## src/rtl/gpio_irq_pkg.sv

```systemverilog
package gpio_irq_pkg;

  localparam int CFG_W = 8;

  typedef struct packed {
    logic [2:0] target;
    logic [1:0] detect;
    logic       pol;
    logic       raw_en;
    logic       irq_en;
  } pin_cfg_t;

  typedef enum logic [1:0] {
    DET_LEVEL = 2'd0,
    DET_RISE  = 2'd1,
    DET_FALL  = 2'd2,
    DET_BOTH  = 2'd3
  } det_mode_e;

endpackage

```

## src/rtl/gpio_irq_sync.sv

```systemverilog
module gpio_irq_sync #(
  parameter int W      = 8,
  parameter int STAGES = 2
) (
  input  logic         clk,
  input  logic         rst,
  input  logic [W-1:0] d,
  output logic [W-1:0] q
);

  logic [W-1:0] chain [STAGES];

  always_ff @(posedge clk) begin
    if (rst) begin
      for (int k = 0; k < STAGES; k++) chain[k] <= '0;
    end else begin
      chain[0] <= d;
      for (int k = 1; k < STAGES; k++) chain[k] <= chain[k-1];
    end
  end

  assign q = chain[STAGES-1];

endmodule

```

## src/rtl/gpio_irq_pin.sv

```systemverilog
module gpio_irq_pin
  import gpio_irq_pkg::*;
#(
  parameter int DET_WIDTH = 2,
  parameter bit ACK_HIGH  = 1'b1
) (
  input  logic     clk,
  input  logic     rst,
  input  logic     pin_s,
  input  logic     cfg_we,
  input  pin_cfg_t cfg_wdata,
  input  logic     st_we,
  input  logic     st_wbit,
  output pin_cfg_t cfg,
  output logic     status
);

  pin_cfg_t cfg_q;
  logic     prev_q;
  logic     status_q;
  logic     rise, fall, level_hit, event_hit, ack;

  assign rise      = pin_s & ~prev_q;
  assign fall      = ~pin_s & prev_q;
  assign level_hit = (pin_s == cfg_q.pol);

  generate
    if (DET_WIDTH == 2) begin : g_det2
      always_comb begin
        case (det_mode_e'(cfg_q.detect))
          DET_LEVEL: event_hit = level_hit;
          DET_RISE:  event_hit = rise;
          DET_FALL:  event_hit = fall;
          default:   event_hit = rise | fall;
        endcase
      end
    end else begin : g_det1
      always_comb begin
        if (cfg_q.detect[0]) event_hit = cfg_q.pol ? rise : fall;
        else                 event_hit = level_hit;
      end
    end
  endgenerate

  assign ack = st_we && (st_wbit == ACK_HIGH);

  always_ff @(posedge clk) begin
    if (rst) begin
      cfg_q    <= '0;
      prev_q   <= 1'b0;
      status_q <= 1'b0;
    end else begin
      prev_q <= pin_s;
      if (cfg_we) cfg_q <= cfg_wdata;
      if (event_hit && cfg_q.raw_en) status_q <= 1'b1;
      else if (ack)                  status_q <= 1'b0;
    end
  end

  assign cfg    = cfg_q;
  assign status = status_q;

endmodule

```

## src/rtl/gpio_irq_top.sv

```systemverilog
module gpio_irq_top
  import gpio_irq_pkg::*;
#(
  parameter int         NPINS       = 8,
  parameter int         DET_WIDTH   = 2,
  parameter bit         ACK_HIGH    = 1'b1,
  parameter int         SYNC_STAGES = 2,
  parameter logic [2:0] TARGET_CODE = 3'd4,
  localparam int        PIN_AW      = (NPINS > 1) ? $clog2(NPINS) : 1,
  localparam int        AW          = PIN_AW + 1
) (
  input  logic              clk,
  input  logic              rst,
  input  logic [NPINS-1:0]  pin_in,
  input  logic              host_we,
  input  logic [AW-1:0]     host_addr,
  input  logic [CFG_W-1:0]  host_wdata,
  output logic [CFG_W-1:0]  host_rdata,
  output logic              irq_out
);

  logic [NPINS-1:0]  pin_s;
  logic [NPINS-1:0]  status_vec;
  logic [NPINS-1:0]  en_vec;
  logic [NPINS-1:0]  raw_vec;
  logic [NPINS-1:0]  route_vec;
  pin_cfg_t          cfg_arr [NPINS];
  logic [PIN_AW-1:0] sel_pin;
  logic              is_status;
  logic [CFG_W-1:0]  rdata_q;
  logic              irq_q;

  assign sel_pin   = host_addr[AW-1:1];
  assign is_status = host_addr[0];

  gpio_irq_sync #(.W(NPINS), .STAGES(SYNC_STAGES)) u_sync (
    .clk (clk),
    .rst (rst),
    .d   (pin_in),
    .q   (pin_s)
  );

  generate
    for (genvar i = 0; i < NPINS; i++) begin : g_pin
      logic hit_sel;
      assign hit_sel = (sel_pin == PIN_AW'(i));

      gpio_irq_pin #(.DET_WIDTH(DET_WIDTH), .ACK_HIGH(ACK_HIGH)) u_pin (
        .clk       (clk),
        .rst       (rst),
        .pin_s     (pin_s[i]),
        .cfg_we    (host_we && !is_status && hit_sel),
        .cfg_wdata (pin_cfg_t'(host_wdata)),
        .st_we     (host_we && is_status && hit_sel),
        .st_wbit   (host_wdata[0]),
        .cfg       (cfg_arr[i]),
        .status    (status_vec[i])
      );

      assign en_vec[i]    = cfg_arr[i].irq_en;
      assign raw_vec[i]   = cfg_arr[i].raw_en;
      assign route_vec[i] = (cfg_arr[i].target == TARGET_CODE);
    end
  endgenerate

  always_ff @(posedge clk) begin
    if (rst) begin
      rdata_q <= '0;
      irq_q   <= 1'b0;
    end else begin
      if (is_status) rdata_q <= {{(CFG_W-1){1'b0}}, status_vec[sel_pin]};
      else           rdata_q <= cfg_arr[sel_pin];
      irq_q <= |(status_vec & en_vec & route_vec);
    end
  end

  assign host_rdata = rdata_q;
  assign irq_out    = irq_q;

endmodule

```

## config.mk

```make
export PLATFORM = sky130hd
export DESIGN_NAME = gpio_irq_top
export DESIGN_NICKNAME = d
export VERILOG_FILES = /design/src/rtl/gpio_irq_pkg.sv /design/src/rtl/gpio_irq_sync.sv /design/src/rtl/gpio_irq_pin.sv /design/src/rtl/gpio_irq_top.sv
export SDC_FILE = /design/constraint.sdc
export NUM_CORES = 1
export LEC_CHECK = 0
export BUFFER_PORTS_ARGS = -buffer_cell sky130_fd_sc_hd__buf_2
export CORE_MARGIN = 2
export CORE_UTILIZATION = 65
export CTS_CLUSTER_SIZE = 30
export DETAILED_ROUTE_END_ITERATION = 6
export PLACE_DENSITY_LB_ADDON = 0.25
export SKIP_LAST_GASP = 1
export SLEW_MARGIN = 20
export SYNTH_ARGS = -nofsm -noshare
export SYNTH_HDL_FRONTEND = slang
export SYNTH_SLANG_ARGS = --single-unit
```

## constraint.sdc

```tcl
create_clock -name clk -period 3 [get_ports clk]
set_input_delay 0.6 -clock clk [delete_from_list [all_inputs] [get_ports clk]]
set_output_delay 0.6 -clock clk [all_outputs]
set_load 0.03 [all_outputs]
```

==> results.py, run 1 <==
metrics = {
    "status": {
        "status": "finished clean",
    },
    "sta": {
        "slew_headroom": 0.500,
        "setup_viol_count_final": 0,
        "hold_viol": 0,
        "grt_setup_unrepaired": "no",
        "fmax_ghz": 0.509,
        "setup_tns_ps": 0,
        "min_period_over_period": 0.654,
        "drv_slew": 0,
        "worst_slew_pin_slew_ps": 748,
        "fin_crit_ps": 1960,
        "holdWs_ps": 429,
        "finClkSkew_ps": 6.51,
    },
    "detailed_routing": {
        "via_per_inst": 5.99,
        "first_pass_iters": 5,
        "finalWirelength_mm": 10.9,
        "vias": 3840,
        "drtIter0Drc": 282,
        "ant_nets": 0,
        "wl_per_cell_um": 17.0,
        "post-route-drc-count": 0,
    },
    "synth": {
        "mappedNetlistArea_um2": 4740,
        "async_flop_share": 0,
        "synth-main-ff-cell": "dfxtp_1",
        "synth_top_family_by_area": "simple AND/OR/NAND/NOR gates",
        "yosysUniqueCellTypes": 33,
        "syn_nets": 562,
        "synth_edf_count": 0,
        "synthSimpleGateAreaFrac": 0.189,
        "postSynthCellCount": 523,
        "synthXorXnorAreaFrac": 0.0148,
        "synth.ff_latch_count": 105,
        "synth_fa_ha_area_frac": 0.0422,
        "synth_seq_area_share": 0.443,
        "synth_area_per_cell_um2": 9.07,
        "synth_compound_area_frac": 0.103,
        "ys_warn_count": 0,
        "synth.mux.area_fraction": 0.150,
    },
    "global_route": {
        "antenna_found_initial": 0,
        "track_usage": 0.296,
        "grt_pass1_wl_mm": 17.7,
        "grt_max_degree": 56,
        "grt_pass1_vias": 3694,
        "grt.overflow.total": 0,
    },
    "power_and_ir_drop": {
        "peakVddDrop_mv": 0.362,
        "p_int_mw": 1.88,
        "p_comb_frac": 0.076,
        "clockPowerShare": 0.351,
        "power_mw": 2.51,
        "p_seq_frac": 0.574,
        "power.density_nw_per_um2": 490,
        "p_leak_nw": 1.87,
        "p_sw_uw": 631,
        "swShare": 0.251,
    },
    "layout": {
        "layout-drive-gt1-share": 0.140,
        "diodes": 0,
        "nets": 576,
        "area_growth_pct": 7.89,
    },
    "critical_path": {
        "critPathKind": "primary input to flop",
        "reg2reg_slack_ps": 1670,
        "reg2reg_from": "g_pin[6].u_pin.prev_q",
        "reg2reg_depth": 6,
        "crit_end": "g_pin[4].u_pin.cfg[5]",
        "crit_start": "host_addr[1]",
        "cp-start-kind": "primary input",
        "worst-path-max-fanout": 15,
        "critPathArrivalTime_ps": 2210,
        "cp.required_ps": 3250,
        "endpoint_kind": "flop",
        "timing.rr.end": "g_pin[6].u_pin.status",
    },
    "clock_network": {
        "clkSinkCount": 105,
        "cts_tree": "done",
        "htree_levels": 3,
        "clk_latency_ps": 370,
        "cts_buffers": 9,
        "cts_setup_buffers": 0,
        "cts.clk_slew.worst_paths_ps": 100,
        "cts_hold_buf": 0,
        "cts_root_buf": "clkbuf_8",
        "clk_path_buf_depth": 2,
        "cts_resized": 0,
    },
    "floorplan": {
        "die_w_um": 89.4,
        "rows": 31,
        "die_y_um": 89.4,
        "core_um2": 7180,
        "ioPinCount": 32,
        "design.die.area_um2": 8000,
        "start_util": 0.661,
    },
    "job": {
        "cap_violations": 0,
    },
    "min_path": {
        "hold_path_class": "primary input to flop",
    },
    "place": {
        "dpl.hpwl_mm": 7.73,
        "globalplace.congestion": 0.893,
        "port_buffers": 31,
    },
}
logic make-up (layout without fill, tap and decap cells):
logic type | count (synthesis) | in the layout
AO/OA/AOI/OAI | 84 | 84
XOR/XNOR | 8 | 8
adder cells (fa/ha/maj) | 16 | 16
buffers and inverters | 63 | 82
flip-flops | 105 | 105
multiplexers | 50 | 50
AND/OR/NAND/NOR | 197 | 197
synthesized netlist by cell type, types with 2 or more instances:
cell	count	area (µm²)
o21ai_0	17	85.1
a21oi_1	40	200
nor2_1	56	210
buf_2	6	30.0
xor2_1	8	70.1
a211o_1	8	70.1
a211oi_1	8	60.1
dfxtp_1	105	2100
clkbuf_1	18	67.6
inv_1	25	93.8
mux2i_1	33	330
nand3_1	29	145
o22ai_1	9	56.3
nor2b_1	23	144
nand4_1	4	25.0
and4_1	2	17.5
nand2_1	72	270
mux4_2	17	383
ha_1	16	200
buf_1	6	22.5
buf_4	7	52.6
nor3_1	3	15.0
flip-flops by register name, summed over array words and instances, names as in the netlist:
register,cells
host_rdata,8
g_pin.u_pin.status,8
irq_out,1
g_pin.u_pin.cfg,64
u_sync.chain,16
g_pin.u_pin.prev_q,8
critical path, stage by stage:
cell and delay (ps):
buf_2 200, nor2_1 610, nand2b_1 470, mux2i_1 270
nor2_1 50
worst min-delay path by stage:
stage	startpoint	depth (start not counted)	end
floorplan	u_sync.chain[0][2]	1	u_sync.chain[0][10]
global placement	u_sync.chain[0][3]	1	u_sync.chain[0][11]
detailed placement	u_sync.chain[0][1]	1	u_sync.chain[0][9]
CTS	pin_in[4]	2	u_sync.chain[0][4]
global route	pin_in[5]	2	u_sync.chain[0][5]
finish	pin_in[4]	2	u_sync.chain[0][4]
through the flow:
step	util	std cells	worst slack, ps	area [µm²]
after detailed placement	0.686	625	657	4920
after global routing	0.713	641	913	5120
after floorplan	-	523	1270	4740
after CTS	0.713	641	1060	5120
after global placement	0.686	625	778	4920
final	0.713	641	1040	5120
power groups by stage:
stage	Combinational (mW)	Sequential, mW	Clock (mW)
6_report	0.190	1.44	0.880
5_1_grt	0.208	1.44	0.940
4_1_cts	0.188	1.44	0.884
3_5_place_dp	0.187	1.47	0
3_3_place_gp	0.181	1.47	0
2_1_floorplan	0.137	1.47	0
area by class of cell:
class,instances,area [µm²]
inverter,25,93.8
clock inverter,6,67.6
multi-input combinational,355,2370
timing repair buffer,41,233
fill,569,2060
clock buffer,10,128
tap,99,124
sequential,105,2100
layer usage:
| layer | global-route usage | wire length, µm | vias to the layer above |
|---|---|---|---|
| met3 | 0.0609 | 808 | 31 |
| met2 | 0.505 | 5390 | 177 |
| li1 | - | - | 1811 |
| met1 | 0.362 | 4400 | 1821 |
| met5 | 0 | 0 | - |
| met4 | 0.128 | 285 | 0 |
cell usage in the layout, fill, tap and decap left out, drive strengths merged, types with 2 or more instances in the layout:
master	n
nor3	3
nand2	72
o22ai	9
ha	16
clkinv	2
and4	2
dfxtp	105
a21oi	40
clkbuf	10
nor2b	23
a211o	8
nor2	57
mux4	17
clkinvlp	2
buf	41
nand4	4
mux2i	33
inv	26
o21ai	17
xor2	8
nand3	29
a211oi	8
Note: power is estimated with default switching activity, not from simulation.
==> inputs of run 2 (changes only) <==
- CORE_UTILIZATION: 65 -> 60
- clock period: 3 -> 1.9 ns (I/O delays scaled with it)
==> results.py, run 2 (synthesis results as in run 1) <==
metrics = {
    "layout": {
        "largest_register_ffs": 64,
        "mostFrequentLayoutCell": "dfxtp_1",
        "final_cell_mix": "105 x dfxtp_1, 72 x nand2_1, 56 x nor2_1",
        "layout-drive-gt1-share": 0.150,
        "area_growth_pct": 9.55,
        "nets": 584,
        "diodes": 0,
    },
    "critical_path": {
        "endpoint_kind": "flop",
        "cp-start-kind": "primary input",
        "worst-path-max-fanout": 8,
        "critPathArrivalTime_ps": 1680,
        "cp.required_ps": 2150,
        "critPathKind": "primary input to flop",
    },
    "clock_network": {
        "cts_hold_buf": 0,
        "cts_tree": "done",
        "clkSinkCount": 105,
        "cts_buffers": 9,
        "cts_root_buf": "clkbuf_8",
        "cts.clk_slew.worst_paths_ps": 90,
        "cts_resized": 0,
        "clk_latency_ps": 370,
        "cts_setup_buffers": 0,
        "htree_levels": 3,
        "clk_path_buf_depth": 2,
    },
    "sta": {
        "slew_headroom": 0.654,
        "min_period_over_period": 0.749,
        "setup_ws_ps": 477,
        "fmax_ghz": 0.703,
        "grt_setup_unrepaired": "no",
        "holdWs_ps": 215,
        "drv_slew": 0,
        "setup_tns_ps": 0,
        "hold_viol": 0,
        "setup_viol_count_final": 0,
        "worst_slew_pin_slew_ps": 519,
        "finClkSkew_ps": 9.48,
        "fin_crit_ps": 1420,
    },
    "power_and_ir_drop": {
        "p_leak_nw": 1.92,
        "p_seq_frac": 0.561,
        "p_comb_frac": 0.078,
        "p_int_mw": 3.09,
        "swShare": 0.237,
        "power.density_nw_per_um2": 779,
        "p_sw_uw": 958,
        "peakVddDrop_mv": 0.395,
        "clockPowerShare": 0.360,
    },
    "detailed_routing": {
        "finalWirelength_mm": 11.1,
        "via_per_inst": 5.90,
        "vias": 3837,
        "drtIter0Drc": 306,
        "ant_nets": 0,
        "wl_per_cell_um": 17.1,
        "post-route-drc-count": 0,
        "first_pass_iters": 7,
    },
    "global_route": {
        "grt_pass1_vias": 3743,
        "antenna_found_initial": 0,
        "track_usage": 0.270,
        "grt.overflow.total": 0,
        "grt_max_degree": 81,
        "grt_pass1_wl_mm": 18.2,
    },
    "floorplan": {
        "core_um2": 7690,
        "die_w_um": 92.9,
        "rows": 32,
        "start_util": 0.617,
        "ioPinCount": 32,
        "die_y_um": 92.9,
        "design.die.area_um2": 8640,
    },
    "status": {
        "status": "finished clean",
    },
    "job": {
        "cap_violations": 0,
    },
    "min_path": {
        "hold_path_class": "primary input to flop",
    },
    "place": {
        "globalplace.congestion": 0.939,
        "port_buffers": 31,
        "preCtsSetupSlack_ps": 133,
        "dpl.hpwl_mm": 7.79,
    },
}
==> run 2: stage by stage <==
| step | util | instances | total power [mW] | area, µm² |
|---|---|---|---|---|
| 3_5_place_dp | 0.650 | 636 | 2.64 | 5000 |
| 5_1_grt | 0.676 | 650 | 4.17 | 5200 |
| 3_3_place_gp | 0.650 | 636 | 2.62 | 5000 |
| 4_1_cts | 0.676 | 650 | 4.05 | 5200 |
| 2_1_floorplan | - | 523 | 2.53 | 4740 |
| 6_report | 0.676 | 650 | 4.05 | 5200 |
==> run 2: critical path, stage by stage <==
cell and delay, ps:
buf_2 140, nand3b_1 350, nand2b_1 490, mux2i_1 250, nor2_1 60
==> run 2: power by group through the flow <==
stage / logic (mW) / registers (mW) / clock network [mW]
3_5_place_dp: 0.313 / 2.32 / 0
5_1_grt: 0.347 / 2.28 / 1.55
6_report: 0.317 / 2.27 / 1.46
2_1_floorplan: 0.217 / 2.32 / 0
4_1_cts: 0.314 / 2.27 / 1.47
3_3_place_gp: 0.304 / 2.32 / 0
==> run 2: routing by layer <==
layer / GRT usage / wire [µm]
met1: 0.348 / 4680
met2: 0.448 / 5340
met3: 0.0521 / 738
met4: 0.108 / 330
met5: 0 / 0
==> run 2: worst paths after layout <==
path	end	cells past startpoint	start	slack (ps)
worst min-delay path	u_sync.chain[0][6]	2	pin_in[6]	220
worst max register to register	g_pin[7].u_pin.status	6	g_pin[7].u_pin.prev_q	600
worst max-delay path	g_pin[4].u_pin.cfg[1]	5	host_addr[0]	480
worst min register to register	u_sync.chain[0][9]	1	u_sync.chain[0][1]	440
==> run 2: final cells by class <==
cell class	instances	area, µm²
Multi-Input combinational cell	355	2370
Fill cell	652	2490
Clock inverter	4	70.1
Clock buffer	10	128
Sequential cell	105	2100
Timing Repair Buffer	49	305
Tap cell	102	128
Inverter	25	93.8
==> inputs of run 3 (changes only) <==
- ABC_AREA: not set -> 1
- clock period: 1.9 -> 1.42 ns (I/O delays scaled with it)
==> results.py, run 3 <==
metrics = {
    "sta": {
        "min_period_over_period": 0.858,
        "slew_headroom": 0.689,
        "setup_viol_count_final": 0,
        "setup_ws_ps": 202,
        "fmax_ghz": 0.821,
        "worst_slew_pin_slew_ps": 465,
        "hold_viol": 0,
        "setup_tns_ps": 0,
        "fin_crit_ps": 1220,
        "holdWs_ps": 105,
        "finClkSkew_ps": 10.1,
        "grt_setup_unrepaired": "no",
        "drv_slew": 0,
    },
    "detailed_routing": {
        "drtIter0Drc": 347,
        "post-route-drc-count": 0,
        "first_pass_iters": 4,
        "wl_per_cell_um": 14.6,
        "vias": 4299,
        "finalWirelength_mm": 11.6,
        "ant_nets": 0,
        "via_per_inst": 5.43,
    },
    "critical_path": {
        "slowest_stage": "dfxtp_1",
        "cp-start-kind": "flop",
        "cp_cell_sequence": "buf_2",
        "critPathKind": "flop to primary output",
        "endpoint_kind": "primary output",
        "cp.required_ps": 1140,
        "timing.rr.end": "g_pin[5].u_pin.status",
        "path_buf_inv": 1,
        "reg2reg_slack_ps": 210,
        "worst_path_dominant_cell_family": "flip-flops",
        "worst-path-max-fanout": 1,
        "reg2reg_depth": 8,
        "crit_start": "host_rdata[3]",
        "critPathArrivalTime_ps": 930,
        "max_stage_delay_ps": 360,
        "reg2reg_from": "u_sync.chain[0][13]",
    },
    "clock_network": {
        "clk_latency_ps": 370,
        "cts.clk_slew.worst_paths_ps": 90,
        "clkSinkCount": 105,
        "cts_root_buf": "clkbuf_8",
        "cts_hold_buf": 0,
        "cts_tree": "done",
        "cts_resized": 0,
        "cts_setup_buffers": 0,
        "cts_buffers": 9,
        "clk_path_buf_depth": 2,
        "htree_levels": 3,
    },
    "power_and_ir_drop": {
        "power.density_nw_per_um2": 1090,
        "p_leak_nw": 2.16,
        "clockPowerShare": 0.372,
        "p_int_mw": 4.38,
        "p_seq_frac": 0.532,
        "swShare": 0.244,
        "p_comb_frac": 0.095,
        "peakVddDrop_mv": 0.612,
        "power_mw": 5.79,
        "p_sw_mw": 1.41,
    },
    "synth": {
        "synth_seq_area_share": 0.438,
        "postSynthCellCount": 645,
        "synth_top_area_cell": "dfxtp_1",
        "async_flop_share": 0,
        "synth.mux.area_fraction": 0,
        "yosysUniqueCellTypes": 33,
        "synth_compound_area_frac": 0.159,
        "synth_commonest_cells": "141 x nor2_1, 106 x nand2_1, 105 x dfxtp_1, 65 x o21ai_0, 48 x inv_1",
        "synthSimpleGateAreaFrac": 0.261,
        "ys_warn_count": 0,
        "synth_top_area_share": 0.438,
        "synth.ff_latch_count": 105,
        "synth_area_per_cell_um2": 7.45,
        "synth_top_family_by_area": "simple AND/OR/NAND/NOR gates",
        "synthXorXnorAreaFrac": 0.0146,
        "yosys.cell_count.top_type": "nor2_1",
        "mappedNetlistArea_um2": 4800,
        "syn_nets": 684,
        "synth_edf_count": 0,
        "synth_fa_ha_area_frac": 0.0417,
        "synth_area_leaders": "dfxtp_1 44%, nor2_1 11%, nand2_1 8.3%",
        "synth-main-ff-cell": "dfxtp_1",
    },
    "layout": {
        "fillers": 671,
        "nets": 724,
        "diodes": 0,
        "area_growth_pct": 11.1,
        "seq_area_um2": 2100,
        "largest_register_ffs": 64,
        "layout-drive-gt1-share": 0.147,
        "final_cells": 791,
        "multi_input_area_um2": 2290,
        "final_cell_mix": "141 x nor2_1, 106 x nand2_1, 105 x dfxtp_1",
        "mostFrequentLayoutCell": "nor2_1",
    },
    "place": {
        "dpl.hpwl_mm": 8.47,
        "dp_cells": 776,
        "globalplace.congestion": 0.932,
        "port_buffers": 31,
        "preCtsSetupSlack_ps": -131,
    },
    "global_route": {
        "grt.overflow.total": 0,
        "grt_max_degree": 65,
        "grt_pass1_wl_mm": 19.3,
        "antenna_found_initial": 0,
        "track_usage": 0.287,
        "grt_pass1_vias": 4081,
    },
    "job": {
        "cap_violations": 0,
    },
    "min_path": {
        "min_to": "u_sync.chain[0][0]",
        "hold_path.startpoint": "pin_in[0]",
        "holdPathStages": 3,
        "hold_path_class": "primary input to flop",
    },
    "floorplan": {
        "ioPinCount": 32,
        "die_y_um": 93.5,
        "core_um2": 7730,
        "start_util": 0.622,
        "die_w_um": 93.5,
        "design.die.area_um2": 8740,
        "rows": 32,
    },
    "status": {
        "status": "finished clean",
    },
}
run 3: kinds of logic (layout without fill, tap and decap cells):
family / count (synthesis) / count (layout)
and+or+nand+nor: 291 / 291
DFF: 105 / 105
adders and majority gates: 16 / 16
xor gates and xnor gates: 8 / 8
AOI/OAI and AO/OA: 139 / 139
buffers and inverters: 86 / 130
run 3: worst max-delay path by stage:
| stage | depth (start not counted) | slack (ps) | endpoint |
|---|---|---|---|
| 4_1_cts | 1 | 210 | host_rdata[3] |
| 3_5_place_dp | 7 | -130 | host_rdata[7] |
| 5_1_grt | 8 | 90 | g_pin[4].u_pin.status |
| 2_1_floorplan | 8 | 240 | g_pin[1].u_pin.cfg[3] |
| 6_report | 1 | 200 | host_rdata[3] |
| 3_3_place_gp | 7 | -60 | host_rdata[7] |
run 3: cell type report:
class / count / area share
clock buffer: 10 / 0.0239
timing repair buffer: 51 / 0.0619
inverter: 64 / 0.0474
sequential: 105 / 0.394
tap: 102 / 0.0239
multi-input combinational: 454 / 0.429
clock inverter: 5 / 0.0197
run 3: per-stage QoR:
step            util  area (µm²)
6_report       0.690        5340
5_1_grt        0.690        5340
4_1_cts        0.690        5340
3_5_place_dp   0.660        5100
3_3_place_gp   0.660        5100
2_1_floorplan      -        4800
run 3: routing by layer:
layer | track usage | routed length [µm] | vias to the layer above
met5 | 0 | 0 | -
met4 | 0.113 | 342 | 0
met3 | 0.0483 | 745 | 31
met2 | 0.462 | 5290 | 156
met1 | 0.384 | 5200 | 1947
li1 | - | - | 2165
run 3: power groups by stage:
stage,combinational [mW],sequential (mW),clock [mW]
after floorplan,0.354,3.15,0
after global placement,0.526,3.15,0
after detailed placement,0.543,3.15,0
after CTS,0.547,3.08,2.16
after global routing,0.614,3.09,2.31
final,0.552,3.08,2.16
